`src/rtl/clkFreqPkg.sv`:
```
package clkFreqPkg;
  localparam logic [2:0] ID_NONE    = 3'd0;
  localparam logic [2:0] ID_IPG     = 3'd1;
  localparam logic [2:0] ID_PER     = 3'd2;
  localparam logic [2:0] ID_HIGH    = 3'd3;
  localparam logic [2:0] ID_HIGHDIV = 3'd4;

  typedef enum logic [1:0] {STG_FRAC, STG_AHB, STG_IPG, STG_PER} stage_e;

  // strobes from control to datapath
  typedef struct packed {
    logic   capture;
    logic   seedPll;
    logic   divGo;
    logic   accFromDiv;
    logic   finish;
    logic   useConst;
    logic   flagErr;
    stage_e stage;
  } ctrlStrb_t;

  // snapshot status from datapath to control
  typedef struct packed {
    logic chain;
    logic needFrac;
    logic fracZero;
    logic perWanted;
  } cfgStat_t;
endpackage

```
`src/rtl/freqIterDiv.sv`:
```
module freqIterDiv #(
  parameter int DVD_W = 64,
  parameter int DVS_W = 7
) (
  input  logic             clk,
  input  logic             rstN,
  input  logic             go,
  input  logic [DVD_W-1:0] dividend,
  input  logic [DVS_W-1:0] divisor,
  output logic [DVD_W-1:0] quotient,
  output logic             fin
);
  localparam int CNT_W = $clog2(DVD_W);
  localparam logic [CNT_W-1:0] LAST = CNT_W'(DVD_W - 1);

  logic [DVD_W-1:0] qReg;
  logic [DVS_W-1:0] rem, dvsReg;
  logic [CNT_W-1:0] cnt;
  logic             running;
  logic [DVS_W:0]   shifted;
  logic             fits;

  always_comb begin
    shifted = {rem, qReg[DVD_W-1]};
    fits    = shifted >= {1'b0, dvsReg};
  end

  always_ff @(posedge clk) begin
    if (!rstN) begin
      qReg <= '0; rem <= '0; dvsReg <= '0; cnt <= '0;
      running <= 1'b0; fin <= 1'b0;
    end else begin
      fin <= 1'b0;
      if (go) begin
        qReg <= dividend; rem <= '0; dvsReg <= divisor;
        cnt <= '0; running <= 1'b1;
      end else if (running) begin
        rem  <= fits ? DVS_W'(shifted - {1'b0, dvsReg}) : shifted[DVS_W-1:0];
        qReg <= {qReg[DVD_W-2:0], fits};
        cnt  <= cnt + 1'b1;
        if (cnt == LAST) begin
          running <= 1'b0;
          fin     <= 1'b1;
        end
      end
    end
  end

  assign quotient = qReg;


  div_nonzero_chk: assert property (@(posedge clk) disable iff (!rstN)
    go |-> divisor != '0);

  no_restart_chk: assert property (@(posedge clk) disable iff (!rstN)
    running |-> !go);
endmodule

```
`src/rtl/freqCalcCtrl.sv`:
```
module freqCalcCtrl
  import clkFreqPkg::*;
(
  input  logic      clk,
  input  logic      rstN,
  input  logic      start,
  input  cfgStat_t  stat,
  input  logic      divDone,
  output ctrlStrb_t strb,
  output logic      busy
);
  typedef enum logic [1:0] {C_IDLE, C_DECIDE, C_ISSUE, C_WAIT} cState_e;

  cState_e state, stateNx;
  stage_e  stage, stageNx;

  always_comb begin
    stateNx = state;
    stageNx = stage;
    strb    = '0;
    strb.stage = stage;
    unique case (state)
      C_IDLE: if (start) begin
        strb.capture = 1'b1;
        stateNx = C_DECIDE;
      end
      C_DECIDE: begin
        if (!stat.chain) begin
          strb.finish = 1'b1; strb.useConst = 1'b1; stateNx = C_IDLE;
        end else if (stat.needFrac && stat.fracZero) begin
          strb.finish = 1'b1; strb.flagErr = 1'b1; stateNx = C_IDLE;
        end else if (stat.needFrac) begin
          stageNx = STG_FRAC; stateNx = C_ISSUE;
        end else begin
          strb.seedPll = 1'b1; stageNx = STG_AHB; stateNx = C_ISSUE;
        end
      end
      C_ISSUE: begin
        strb.divGo = 1'b1;
        stateNx = C_WAIT;
      end
      C_WAIT: if (divDone) begin
        strb.accFromDiv = 1'b1;
        if (stage == STG_PER || (stage == STG_IPG && !stat.perWanted)) begin
          strb.finish = 1'b1; stateNx = C_IDLE;
        end else begin
          stageNx = (stage == STG_FRAC) ? STG_AHB :
                    (stage == STG_AHB)  ? STG_IPG : STG_PER;
          stateNx = C_ISSUE;
        end
      end
      default: stateNx = C_IDLE;
    endcase
  end

  always_ff @(posedge clk) begin
    if (!rstN) begin
      state <= C_IDLE;
      stage <= STG_FRAC;
    end else begin
      state <= stateNx;
      stage <= stageNx;
    end
  end

  assign busy = state != C_IDLE;


  wait_div_chk: assert property (@(posedge clk) disable iff (!rstN)
    strb.divGo |=> state == C_WAIT);
endmodule

```
`src/rtl/freqCalcDpath.sv`:
```
module freqCalcDpath
  import clkFreqPkg::*;
#(
  parameter int REF_HZ  = 24000000,
  parameter int PLL_HI  = 22,
  parameter int PLL_LO  = 20,
  parameter int FRAC_K  = 18,
  parameter int FRAC_W  = 6,
  parameter int AHB_W   = 3,
  parameter int IPG_W   = 2,
  parameter int PER_W   = 6,
  parameter int DIV_W   = 64,
  parameter int OUT_W   = 32
) (
  input  logic             clk,
  input  logic             rstN,
  input  ctrlStrb_t        strb,
  input  logic [2:0]       clkIdIn,
  input  logic             pllSelIn,
  input  logic [FRAC_W-1:0] frac0In,
  input  logic [FRAC_W-1:0] frac2In,
  input  logic [1:0]       preSelIn,
  input  logic [AHB_W-1:0] ahbDivIn,
  input  logic [IPG_W-1:0] ipgDivIn,
  input  logic [PER_W-1:0] perDivIn,
  output cfgStat_t         stat,
  output logic             divDone,
  output logic             done,
  output logic [OUT_W-1:0] freqHz,
  output logic             fracErr
);
  localparam int MAXF  = (FRAC_W > AHB_W) ? FRAC_W : AHB_W;
  localparam int MAXG  = (MAXF > PER_W) ? MAXF : PER_W;
  localparam int DVS_W = MAXG + 1;
  localparam logic [DIV_W-1:0] REF_W = DIV_W'(REF_HZ);

  logic [2:0]        sId;
  logic              sPllSel;
  logic [FRAC_W-1:0] sFrac0, sFrac2, fracSel;
  logic [1:0]        sPre;
  logic [AHB_W-1:0]  sAhb;
  logic [IPG_W-1:0]  sIpg;
  logic [PER_W-1:0]  sPer;
  logic [DIV_W-1:0]  acc, pll, dividend, quotient;
  logic [DVS_W-1:0]  divisor;
  logic [OUT_W-1:0]  constVal;

  always_ff @(posedge clk) begin
    if (!rstN) begin
      sId <= '0; sPllSel <= 1'b0; sFrac0 <= '0; sFrac2 <= '0;
      sPre <= '0; sAhb <= '0; sIpg <= '0; sPer <= '0;
    end else if (strb.capture) begin
      sId <= clkIdIn; sPllSel <= pllSelIn; sFrac0 <= frac0In; sFrac2 <= frac2In;
      sPre <= preSelIn; sAhb <= ahbDivIn; sIpg <= ipgDivIn; sPer <= perDivIn;
    end
  end

  always_comb begin
    pll      = sPllSel ? REF_W * DIV_W'(PLL_HI) : REF_W * DIV_W'(PLL_LO);
    fracSel  = (sPre == 2'd2) ? sFrac0 : sFrac2;
    stat.chain     = (sId == ID_IPG) || (sId == ID_PER);
    stat.perWanted = sId == ID_PER;
    stat.needFrac  = sPre != 2'd0;
    stat.fracZero  = fracSel == '0;
    unique case (strb.stage)
      STG_FRAC: divisor = DVS_W'(fracSel);
      STG_AHB:  divisor = DVS_W'(sAhb) + DVS_W'(1);
      STG_IPG:  divisor = DVS_W'(sIpg) + DVS_W'(1);
      default:  divisor = DVS_W'(sPer) + DVS_W'(1);
    endcase
    dividend = (strb.stage == STG_FRAC) ? pll * DIV_W'(FRAC_K) : acc;
    unique case (sId)
      ID_HIGH:    constVal = OUT_W'(REF_HZ);
      ID_HIGHDIV: constVal = OUT_W'(REF_HZ / 8);
      default:    constVal = '0;
    endcase
  end

  freqIterDiv #(.DVD_W(DIV_W), .DVS_W(DVS_W)) u_div (
    .clk(clk), .rstN(rstN), .go(strb.divGo), .dividend(dividend),
    .divisor(divisor), .quotient(quotient), .fin(divDone)
  );

  always_ff @(posedge clk) begin
    if (!rstN) begin
      acc <= '0; done <= 1'b0; freqHz <= '0; fracErr <= 1'b0;
    end else begin
      done <= strb.finish;
      if (strb.seedPll) acc <= pll;
      else if (strb.accFromDiv)
        acc <= (strb.stage == STG_FRAC && sPre == 2'd3) ? quotient >> 1 : quotient;
      if (strb.finish) begin
        fracErr <= strb.flagErr;
        freqHz  <= strb.flagErr ? '0 : strb.useConst ? constVal : quotient[OUT_W-1:0];
      end
    end
  end


  done_pulse_chk: assert property (@(posedge clk) disable iff (!rstN)
    done |=> !done);

  hold_result_chk: assert property (@(posedge clk) disable iff (!rstN)
    !strb.finish |=> $stable(freqHz) && $stable(fracErr));

  snapshot_hold_chk: assert property (@(posedge clk) disable iff (!rstN)
    !strb.capture |=> $stable(sId) && $stable(sPre) && $stable(sFrac2));
endmodule

```
`src/rtl/clkFreqCalc.sv`:
```
module clkFreqCalc
  import clkFreqPkg::*;
(
  input  logic        clk,
  input  logic        rstN,
  input  logic        start,
  input  logic [2:0]  clkIdIn,
  input  logic        pllSelIn,
  input  logic [5:0]  frac0In,
  input  logic [5:0]  frac2In,
  input  logic [1:0]  preSelIn,
  input  logic [2:0]  ahbDivIn,
  input  logic [1:0]  ipgDivIn,
  input  logic [5:0]  perDivIn,
  output logic        busy,
  output logic        done,
  output logic [31:0] freqHz,
  output logic        fracErr
);
  ctrlStrb_t strb;
  cfgStat_t  stat;
  logic      divDone;

  freqCalcCtrl u_ctrl (
    .clk(clk), .rstN(rstN), .start(start), .stat(stat),
    .divDone(divDone), .strb(strb), .busy(busy)
  );

  freqCalcDpath u_dpath (
    .clk(clk), .rstN(rstN), .strb(strb), .clkIdIn(clkIdIn),
    .pllSelIn(pllSelIn), .frac0In(frac0In), .frac2In(frac2In),
    .preSelIn(preSelIn), .ahbDivIn(ahbDivIn), .ipgDivIn(ipgDivIn),
    .perDivIn(perDivIn), .stat(stat), .divDone(divDone), .done(done),
    .freqHz(freqHz), .fracErr(fracErr)
  );


  busy_done_excl_chk: assert property (@(posedge clk) disable iff (!rstN)
    done |-> !busy);

  err_only_done_chk: assert property (@(posedge clk) disable iff (!rstN)
    $rose(fracErr) |-> done);
endmodule

```
`config.mk`:
```
export PLATFORM = sky130hd
export DESIGN_NAME = clkFreqCalc
export DESIGN_NICKNAME = d
export VERILOG_FILES = /design/src/rtl/clkFreqPkg.sv /design/src/rtl/freqIterDiv.sv /design/src/rtl/freqCalcCtrl.sv /design/src/rtl/freqCalcDpath.sv /design/src/rtl/clkFreqCalc.sv
export SDC_FILE = /design/constraint.sdc
export NUM_CORES = 1
export LEC_CHECK = 0
export CAP_MARGIN = 20
export CORE_MARGIN = 5
export CORE_UTILIZATION = 62
export CTS_BUF_LIST = sky130_fd_sc_hd__clkbuf_8
export DETAILED_ROUTE_END_ITERATION = 10
export PLACE_DENSITY = 0.83
export SYNTH_ARGS = -nofsm -noshare
export SYNTH_HDL_FRONTEND = slang
export SYNTH_HIERARCHICAL = 1
export SYNTH_SLANG_ARGS = --single-unit
```
`constraint.sdc`:
```
create_clock -name clk -period 3.55 [get_ports clk]
set_input_delay 0.5325 -clock clk [delete_from_list [all_inputs] [get_ports clk]]
set_output_delay 0.5325 -clock clk [all_outputs]
set_load 0.02 [all_outputs]
```
==> results of run 1 <==
[routing by layer]
| metal | vias to the layer above | routed length, um | global-route usage |
|---|---|---|---|
| met5 | - | 0 | 0 |
| li1 | 4121 | - | - |
| met2 | 240 | 10910 | 0.3842 |
| met3 | 44 | 1437 | 0.04700 |
| met1 | 4014 | 10610 | 0.3123 |
| met4 | 0 | 480 | 0.08290 |
[state kept, by name (all words and copies together) (netlist names)]
| name | cells |
|---|---|
| u_dpath/acc | 64 |
| u_dpath/u_div/quotient | 64 |
| u_dpath/freqHz | 32 |
| u_dpath/u_div/dvsReg | 7 |
| u_dpath/u_div/rem | 7 |
| u_dpath/sFrac0 | 6 |
| u_dpath/sFrac2 | 6 |
| u_dpath/sPer | 6 |
| u_dpath/u_div/cnt | 6 |
| u_dpath/sAhb | 3 |
| u_dpath/sId | 3 |
| u_ctrl/stage | 2 |
| u_ctrl/state | 2 |
| u_dpath/sIpg | 2 |
| u_dpath/sPre | 2 |
| u_dpath/done | 1 |
| u_dpath/fracErr | 1 |
| u_dpath/sPllSel | 1 |
| u_dpath/u_div/fin | 1 |
| u_dpath/u_div/running | 1 |
[power by group through the flow]
stage	clock (mW)	sequential [mW]	combinational, mW
2_1_floorplan	0	2.58	0.328
3_3_place_gp	0	2.60	0.439
3_5_place_dp	0	2.60	0.445
4_1_cts	2.06	2.55	0.448
5_1_grt	2.16	2.55	0.487
6_report	2.02	2.55	0.450
[per-stage QoR]
step	power, mW	util
6_report	5.018	0.7081
5_1_grt	5.203	0.7081
4_1_cts	5.051	0.7081
3_5_place_dp	3.043	0.6691
3_3_place_gp	3.034	0.6691
2_1_floorplan	2.906	-
[worst paths after layout]
path | endpoint | slack (ps) | cells past startpoint
max | u_dpath/freqHz[6] | 760 | 10
min | u_dpath/u_div/quotient[24] | 360 | 2
max reg2reg | u_dpath/freqHz[6] | 760 | 10
min reg2reg | u_dpath/freqHz[10] | 440 | 2
[logic make-up after synthesis]
logic type	after synthesis
buf+inv	102
flops	217
compound gates	236
fa+ha+maj	12
simple gates	447
xor+xnor	12
mux	170
[area by class of cell]
class                   count  area, sq um
clock buffers              42        578.1
clock inverters            15        66.31
fillers                  1277         4823
inverters                  16        60.06
multi-input cells         877         5568
flip-flops and latches    217         4348
well taps                 220        275.3
repair buffers             81        805.8
[Yosys cell counts (all sizes together), types with 2 or more instances]
library cell / n
dfxtp: 217
and2b: 2
buf: 47
xnor2: 3
nand3b: 2
nand2: 159
nand4: 5
o22ai: 12
a211oi: 4
a21o: 4
nor3b: 2
nand2b: 24
clkbuf: 39
nand4b: 2
a21oi: 50
nor2: 75
and2: 112
mux2i: 164
a31o: 3
ha: 11
or4: 3
inv: 16
xor2: 9
nor3: 5
or3: 2
a31oi: 11
or2: 6
nor2b: 32
a21boi: 4
mux2: 3
mux4: 3
o21ai: 142
nand3: 13
==> run summary, run 1 <==
Outcome: completed
First-pass GRT wire length: 39430 um
Post-CTS setup buffer count: 0
Slowest CP cell: nor2b_1
Slew Limit Fails: 0
Arrival @ worst endpoint: 3250 ps
Hold path start: rstN
Post-layout min period: 2792 ps
Tightest Pin Transition: 1105 ps
Post-DRT Antenna Nets: 0
Clock slew at reported path FFs: 70 ps
Period Utilization, post-route: 0.7865
Top cells by area, synth: dfxtp_1, mux2i_1, and2_1, o21ai_0, nand2_1
Post-synth EDFFs: 0
DP Cell Count: 1411
Final setup violation count: 0
Hold slack: 363.6 ps
Syn_area_per_cell: 8.686 sq um
Die footprint: 19440 sq um
Slew headroom: 0.2630
Final net count: 1273
Post-synth ARST share: 0
TritonCTS clock tree: built
Core footprint: 16520 sq um
Total negative slack: 0 ps
Pre-CTS setup slack: 750.4 ps
Antenna Cells: 0
Crit path launch type: flop
Critical Path Fanout Max: 8
WP data required: 4010 ps
Vias/cell: 5.735
Top Family by Delay on Critical Path: simple AND/OR/NAND/NOR gates
Longest Clk Path Bufs: 3
Syn Std Cell Area: 10390 sq um
Most frequent CP cell: a21oi_1
Post-cts hold buffer count: 0
Most frequent cells in the layout: dfxtp_1, mux2i_1, nand2_1, o21ai_0, and2_1
Area Growth Syn to Fin: 12.63%
NetSw: 1.270 mW
Largest net degree at the start of global routing: 83
Area share of fa/ha/maj cells after synthesis: 0.01518
H-tree levels: 2
Sw Share: 0.2531
Critical path cell sequence: nor2b_1 > nand3_1 > o41ai_1 > a21boi_1 > or2_2 > a21boi_2 > nand2b_1 > a21oi_1 > o21ai_0 > a21oi_1
Fraction of layout instances using a drive strength above 1: 0.07051
Sequential power share: 0.508
Worst-case clock skew: 35.28 ps
Die Y-Extent: 139.4 um
# IOs: 67
Clock power frac: 0.403
PwrDens: 428.9 nW/um^2
Post-synthesis mux area share: 0.1685
Compound-Gate Fraction of Synth Area: 0.1244
Via count: 8419
Synthesized net count: 1240
Starting Density: 0.6287
Global Route Usage Sum: 0.2354
Pre-antenna DRT Iters: 5
Clk Latency, worst-skew pair: 530 ps
Vias in the first global route: 8195
XOR/XNOR share of the synthesized area: 0.01012
Timing-limited maximum frequency: 358.2 MHz
Cell Area, Placed: 11060 sq um
Die Wd: 139.4 um
Worst path max stage delay: 640 ps
Max-Cap Viols: 0
Row count: 47
Total CTS buffers: 36
Clk root buf: clkbuf_8
Final WL: 23430 um
Initial DRC count: 694
Logic pwr share: 0.090
Setup CP Type: flop to flop
Number of gates resized after cts: 0
Non-Filler Instances: 1468
Largest family of logic cells by synthesized area: simple AND/OR/NAND/NOR gates
RSZ-0062 raised after global routing: no
Area leader, netlist: dfxtp_1
Sequential share of the synthesized area: 0.4182
Routed wire per std cell: 15.96 um
Worst setup path start: u_dpath/sPre[1]
Critical path capture point type: flop
Final Cell Area: 11700 sq um
VDD IR-drop max: 333.6 uV
Syn Inst Count: 1196
Initial antenna violation count: 0
Internal: 3.748 mW
Post-Synth Simple-Gate Area: 0.2150
Dpl hpwl: 14400 um
Post-synthesis register bit count: 217
Port Buffers: 66
Crit Reg-Reg Startpoint: u_dpath/sPre[1]
Top_reg_cell synth: dfxtp_1
Sink Count: 217
Leakage power: 4.608 nW
DRC: 0
Share of the synthesized area in the top cell type: 0.4182
Hold WC Path Type: primary input to flop
Buf/Inv on CP: 0
Most common cell after layout, fill and taps aside: dfxtp_1
Final Hold Fails: 0
Crit path setup slack, layout: 757.9 ps
RePlAce Congestion: 0.8523
Synth warnings: 6
Distinct cells, synth: 62
Grt ovf: 0
No activity file was read; power rests on OpenSTA's default activity.
==> run 2, diff against run 1 <==
--- a/config.mk
+++ b/config.mk
@@ -7,10 +7,10 @@
 export LEC_CHECK = 0
 export CAP_MARGIN = 20
 export CORE_MARGIN = 5
-export CORE_UTILIZATION = 62
+export CORE_UTILIZATION = 56
 export CTS_BUF_LIST = sky130_fd_sc_hd__clkbuf_8
 export DETAILED_ROUTE_END_ITERATION = 10
-export PLACE_DENSITY = 0.83
+export PLACE_DENSITY = 0.79
 export SYNTH_ARGS = -nofsm -noshare
 export SYNTH_HDL_FRONTEND = slang
 export SYNTH_HIERARCHICAL = 1
==> constraint.sdc (replaced) <==
create_clock -name clk -period 2.5 [get_ports clk]
set_input_delay 0.375 -clock clk [delete_from_list [all_inputs] [get_ports clk]]
set_output_delay 0.375 -clock clk [all_outputs]
set_load 0.02 [all_outputs]
==> run 2 against run 1 <==
Effect of this change: sequential power increased by 42%; non-clock buffer count increased by 23; utilization decreased by 3.5 points; sequential share of layout area decreased by 1.5 points; clock power increased by 56%; via count increased by 0.30%; combinational power increased by 63%; flip-flop and latch count unchanged; clock skew decreased by 6.3 ps; wire length increased by 1.8%.
==> run summary, run 2 (same netlist as run 1, synthesis figures left out) <==
Outcome: completed
WP data required: 2910 ps (-1100 ps)
Post-layout min period: 2403 ps (-388.8 ps)
Number of cells on the worst hold path: 5 (+3)
Critical path capture point type: flop
Routed wire per std cell: 15.82 um (-0.91%)
VDD IR-drop max: 407.5 uV (+22%)
Vias/cell: 5.599 (-2.4%)
Sink Count: 217 (unchanged)
Final WL: 23850 um (+1.8%)
Via count: 8444 (+0.30%)
Hold WC Path Type: primary input to flop
TritonCTS clock tree: built
Die Y-Extent: 146.2 um (+4.8%)
Critical Path Fanout Max: 15 (+7)
Row count: 49 (+4.3%)
Period Utilization, post-route: 0.9613 (+0.1748)
R2R Path End: u_dpath/freqHz[19]
Tightest Pin Transition: 684.1 ps (-421.4 ps)
Crit Reg-Reg Startpoint: u_dpath/sFrac2[1]
Slew headroom: 0.5423 (+0.2793)
Most common cell after layout, fill and taps aside: dfxtp_1
Clk Latency, worst-skew pair: 520 ps (about the same)
Antenna Cells: 0 (unchanged)
# IOs: 67 (unchanged)
Vias in the first global route: 8233 (+0.46%)
WHS Endpoint: u_dpath/acc[62]
RePlAce Congestion: 0.8270 (-3.0%)
Final net count: 1298 (+2.0%)
Pre-antenna DRT Iters: 5 (unchanged)
Leakage power: 4.833 nW (+4.9%)
Max-Cap Viols: 0 (unchanged)
Cell Area, Placed: 11290 sq um (+2.1%)
Die footprint: 21380 sq um (+9.9%)
H-tree levels: 2 (unchanged)
First-pass GRT wire length: 40300 um (+2.2%)
Crit path launch type: flop
Final Cell Area: 12180 sq um (+4.1%)
Worst-case clock skew: 29.02 ps (-6.258 ps)
Arrival @ worst endpoint: 2810 ps (-440 ps)
Clk root buf: clkbuf_8
Final Hold Fails: 0 (unchanged)
Die Wd: 146.2 um (+4.8%)
Grt ovf: 0 (unchanged)
Final setup violation count: 0 (unchanged)
Largest net degree at the start of global routing: 64 (-23%)
Dpl hpwl: 14910 um (+3.6%)
Starting Density: 0.5744 (-0.05428)
Initial antenna violation count: 0 (unchanged)
R2R Setup Slk: 100 ps (-660 ps)
Hold path start: rstN
Clock slew at reported path FFs: 60 ps (about the same)
Setup CP Type: flop to flop
DP Cell Count: 1439 (+2.0%)
Post-DRT Antenna Nets: 0 (unchanged)
Total CTS buffers: 38 (+5.6%)
RSZ-0062 raised after global routing: yes
PwrDens: 616.4 nW/um^2 (+44%)
Slew Limit Fails: 0 (unchanged)
Core footprint: 18090 sq um (+9.4%)
Timing-limited maximum frequency: 416.1 MHz (+16%)
Fraction of layout instances using a drive strength above 1: 0.1001 (+0.02957)
Global Route Usage Sum: 0.2178 (-0.01767)
Most frequent cells in the layout: dfxtp_1, mux2i_1, nand2_1, o21ai_0, and2_1
Hold slack: 337.6 ps (-25.98 ps)
Non-Filler Instances: 1508 (+2.7%)
Area Growth Syn to Fin: 17.27%
Initial DRC count: 665 (-4.2%)
DRC: 0 (unchanged)
Port Buffers: 66 (unchanged)
Reg2Reg Depth: 11 (+1)
Longest Clk Path Bufs: 3 (unchanged)
==> run 2: what timing repair did <==
item	4_1_cts	5_1_grt
gates resized for setup	11	17
pin swaps	1	7
cloned	0	2
setup endpoints to repair	33	33
hold buffers	0	0
buffers inserted	0	2
==> run 2: metrics by stage <==
step,worst slack (ps),power (mW),utilization,TNS [ps]
after floorplan,30.87,4.128,-,0
after global placement,-107.7,4.343,0.6230,-1417
after detailed placement,-189.5,4.364,0.6241,-2226
after CTS,28.12,7.546,0.6683,0
after global routing,-4.960,7.827,0.6736,-4.960
final,96.65,7.510,0.6736,0
==> run 2: per-layer routing <==
metal / track usage / up-vias / routed length (um) / part of all wire
met2: 0.3540 / 219 / 11040 / 0.46
met1: 0.2992 / 4007 / 11130 / 0.47
met5: 0 / - / 0 / 0
met3: 0.03719 / 40 / 1261 / 0.053
met4: 0.06397 / 0 / 418 / 0.018
li1: - / 4178 / - / -
==> run 2: how the worst max path moves through the flow <==
stage | endpoint | slack (ps) | start | depth (start not counted)
3_3_place_gp | u_dpath/freqHz[24] | -110 | u_dpath/sFrac2[1] | 10
5_1_grt | u_dpath/freqHz[20] | -5 | u_dpath/sFrac2[1] | 11
3_5_place_dp | u_dpath/freqHz[24] | -190 | u_dpath/sFrac2[1] | 10
4_1_cts | u_dpath/freqHz[19] | 30 | u_dpath/sFrac2[1] | 10
2_1_floorplan | u_dpath/freqHz[20] | 30 | u_dpath/sFrac2[1] | 10
6_report | u_dpath/freqHz[19] | 100 | u_dpath/sFrac2[1] | 11
==> run 2: power by group <==
| group | switching [mW] | internal, mW | total, mW | leakage (nW) |
|---|---|---|---|---|
| sequential | 0.0852 | 3.53 | 3.62 | 1.76 |
| combinational | 0.390 | 0.345 | 0.734 | 2.65 |
| clock | 1.41 | 1.75 | 3.16 | 0.427 |
| total | 1.88 | 5.63 | 7.51 | 4.83 |
==> run 2: worst max-delay path: stages, from the launching register on <==
cell and delay, ps:
dfxtp_2 320, or4_4 540, o41ai_4 210, buf_4 160, a21boi_2 50, or2_4 230, a21boi_4 180, buf_4 180
buf_12 150, nor2_1 100, nand2_1 100, nand2_1 60
==> run 2: area by class of cell <==
cell class              count  area (sq um)
well taps                 229         286.5
clock inverters            16         72.57
clock buffers              49         674.4
fillers                  1411          5903
flip-flops and latches    217          4349
repair buffers            104          1091
inverters                  16         60.06
multi-input cells         877          5649
==> run 3, diff against run 2 <==
--- a/config.mk
+++ b/config.mk
@@ -6,6 +6,7 @@
 export NUM_CORES = 1
 export LEC_CHECK = 0
 export CAP_MARGIN = 20
+export CORE_ASPECT_RATIO = 0.75
 export CORE_MARGIN = 5
 export CORE_UTILIZATION = 56
 export CTS_BUF_LIST = sky130_fd_sc_hd__clkbuf_8
==> run 3 against run 2 <==
Effect of this change: sequential share of layout area up 0.25 points; cell area down 0.69%; setup slack worse by 25 ps; wire length up 0.45%; sequential power about the same; cell count up 0.53%.
==> run summary, run 3 (same netlist as run 1, synthesis figures left out) <==
Outcome: completed
Most frequent cells in the layout: dfxtp_1, mux2i_1, nand2_1, o21ai_0, and2_1
Arrival @ worst endpoint: 2900 ps (+90 ps)
Reg2Reg Depth: 11 (unchanged)
Post-cts hold buffer count: 0 (unchanged)
Slew Limit Fails: 0 (unchanged)
Die Y-Extent: 128.0 um (-12%)
Port Buffers: 66 (unchanged)
Clk Latency, worst-skew pair: 530 ps (about the same)
Via count: 8413 (-0.37%)
Crit path launch type: flop
Routed wire per std cell: 15.80 um (about the same)
Post-layout min period: 2429 ps (+25.19 ps)
Cell Area, Placed: 11290 sq um (unchanged)
DP Cell Count: 1454 (+1.0%)
Crit Reg-Reg Startpoint: u_dpath/sFrac2[1]
Slew headroom: 0.4443 (-0.09793)
Largest net degree at the start of global routing: 76 (+19%)
Critical path capture point type: flop
Area Growth Syn to Fin: 16.46%
Initial antenna violation count: 0 (unchanged)
Post-DRT Antenna Nets: 0 (unchanged)
Core footprint: 18350 sq um (+1.4%)
Initial DRC count: 640 (-3.8%)
Global Route Usage Sum: 0.2195 (+0.001705)
Hold path start: rstN
Clock slew at reported path FFs: 60 ps (about the same)
H-tree levels: 2 (unchanged)
RePlAce Congestion: 0.7758 (-6.2%)
Vias in the first global route: 8016 (-2.6%)
Number of cells on the worst hold path: 5 (unchanged)
# IOs: 67 (unchanged)
Vias/cell: 5.549 (-0.89%)
Total CTS buffers: 34 (-11%)
Dpl hpwl: 15090 um (+1.2%)
VDD IR-drop max: 384.8 uV (-5.6%)
Final WL: 23960 um (+0.45%)
Hold WC Path Type: primary input to flop
Leakage power: 4.779 nW (-1.1%)
Timing-limited maximum frequency: 411.8 MHz (-1.0%)
Final core utilization: 0.6595 (-0.01412)
DRC: 0 (unchanged)
PwrDens: 624.1 nW/um^2 (+1.2%)
Starting Density: 0.5663 (-0.008148)
Grt ovf: 0 (unchanged)
Tightest Pin Transition: 830.4 ps (+146.4 ps)
Overall Power: 7.551 mW (+0.55%)
Final net count: 1288 (-0.77%)
TritonCTS clock tree: built
Final Hold Fails: 0 (unchanged)
Longest Clk Path Bufs: 3 (unchanged)
First-pass GRT wire length: 39680 um (-1.5%)
Fraction of layout instances using a drive strength above 1: 0.09377 (-0.006304)
Row count: 43 (-12%)
Final Cell Area: 12100 sq um (-0.69%)
WHS Endpoint: u_dpath/acc[17]
WP data required: 2980 ps (+70 ps)
Period Utilization, post-route: 0.9714 (+0.01008)
Max-Cap Viols: 0 (unchanged)
Hold slack: 370.4 ps (+32.81 ps)
Critical Path Fanout Max: 5 (-10)
Worst-case clock skew: 30.34 ps (+1.317 ps)
Antenna Cells: 0 (unchanged)
RSZ-0062 raised after global routing: yes
Final setup violation count: 0 (unchanged)
Die Wd: 167.3 um (+14%)
Pre-antenna DRT Iters: 5 (unchanged)
Most common cell after layout, fill and taps aside: dfxtp_1
Sink Count: 217 (unchanged)
Non-Filler Instances: 1516 (+0.53%)
Clk root buf: clkbuf_8
R2R Setup Slk: 70 ps (-30 ps)
R2R Path End: u_dpath/freqHz[9]
Setup CP Type: flop to flop
Die footprint: 21400 sq um (+0.13%)
==> run 3: power breakdown <==
part           switching (mW)  internal (mW)  total (mW)
clock network            1.40           1.83        3.23
logic                   0.385          0.327       0.712
registers              0.0793           3.53        3.61
==> run 3: worst max-delay path, cell delays in order, from the launching register on <==
cell	delay, ps
dfxtp_2	320
or4_4	530
o41ai_4	230
buf_4	170
a21boi_2	50
or2_4	230
a21boi_4	190
nand2b_4	100
a311oi_2	240
buf_4	170
o21ai_0	80
nand2_1	60
==> run 3: cell type report <==
type / instances / area (sq um)
multi-input combinational: 877 / 5622
sequential: 217 / 4349
clock buffer: 45 / 619.3
fill: 1507 / 6247
tap: 247 / 309.0
timing repair buffer: 98 / 1012
clock inverter: 16 / 127.6
inverter: 16 / 60.06
==> run 3: metrics by stage <==
stage	worst slack [ps]	setup TNS (ps)
floorplan	30.87	0
CTS	51.87	0
finish	71.46	0
detailed placement	-189.1	-3740
global placement	-118.4	-1637
global route	-54.09	-236.5
==> run 3: worst max path at each step <==
stage	start	end	slack, ps	depth (start not counted)
global placement	u_dpath/sFrac2[1]	u_dpath/freqHz[10]	-120	10
floorplan	u_dpath/sFrac2[1]	u_dpath/freqHz[20]	30	10
global route	u_dpath/sFrac2[1]	u_dpath/freqHz[9]	-50	11
finish	u_dpath/sFrac2[1]	u_dpath/freqHz[9]	70	11
CTS	u_dpath/sFrac2[1]	u_dpath/freqHz[21]	50	11
detailed placement	u_dpath/sFrac2[1]	u_dpath/freqHz[13]	-190	10
==> run 3: timing repair <==
| action | in CTS | in global routing |
|---|---|---|
| endpoints found under the hold margin | 0 | 0 |
| endpoints found under the setup margin | 33 | 23 |
| pin swaps | 1 | 0 |
| resized for setup | 9 | 3 |
| buffers inserted | 1 | 0 |
==> run 3: routing by layer <==
layer / global-route usage / share of wire / vias to the layer above
li1: - / - / 4162
met1: 0.3069 / 0.48 / 3966
met2: 0.3451 / 0.45 / 242
met5: 0 / 0 / -
met3: 0.04223 / 0.054 / 43
met4: 0.07252 / 0.020 / 0
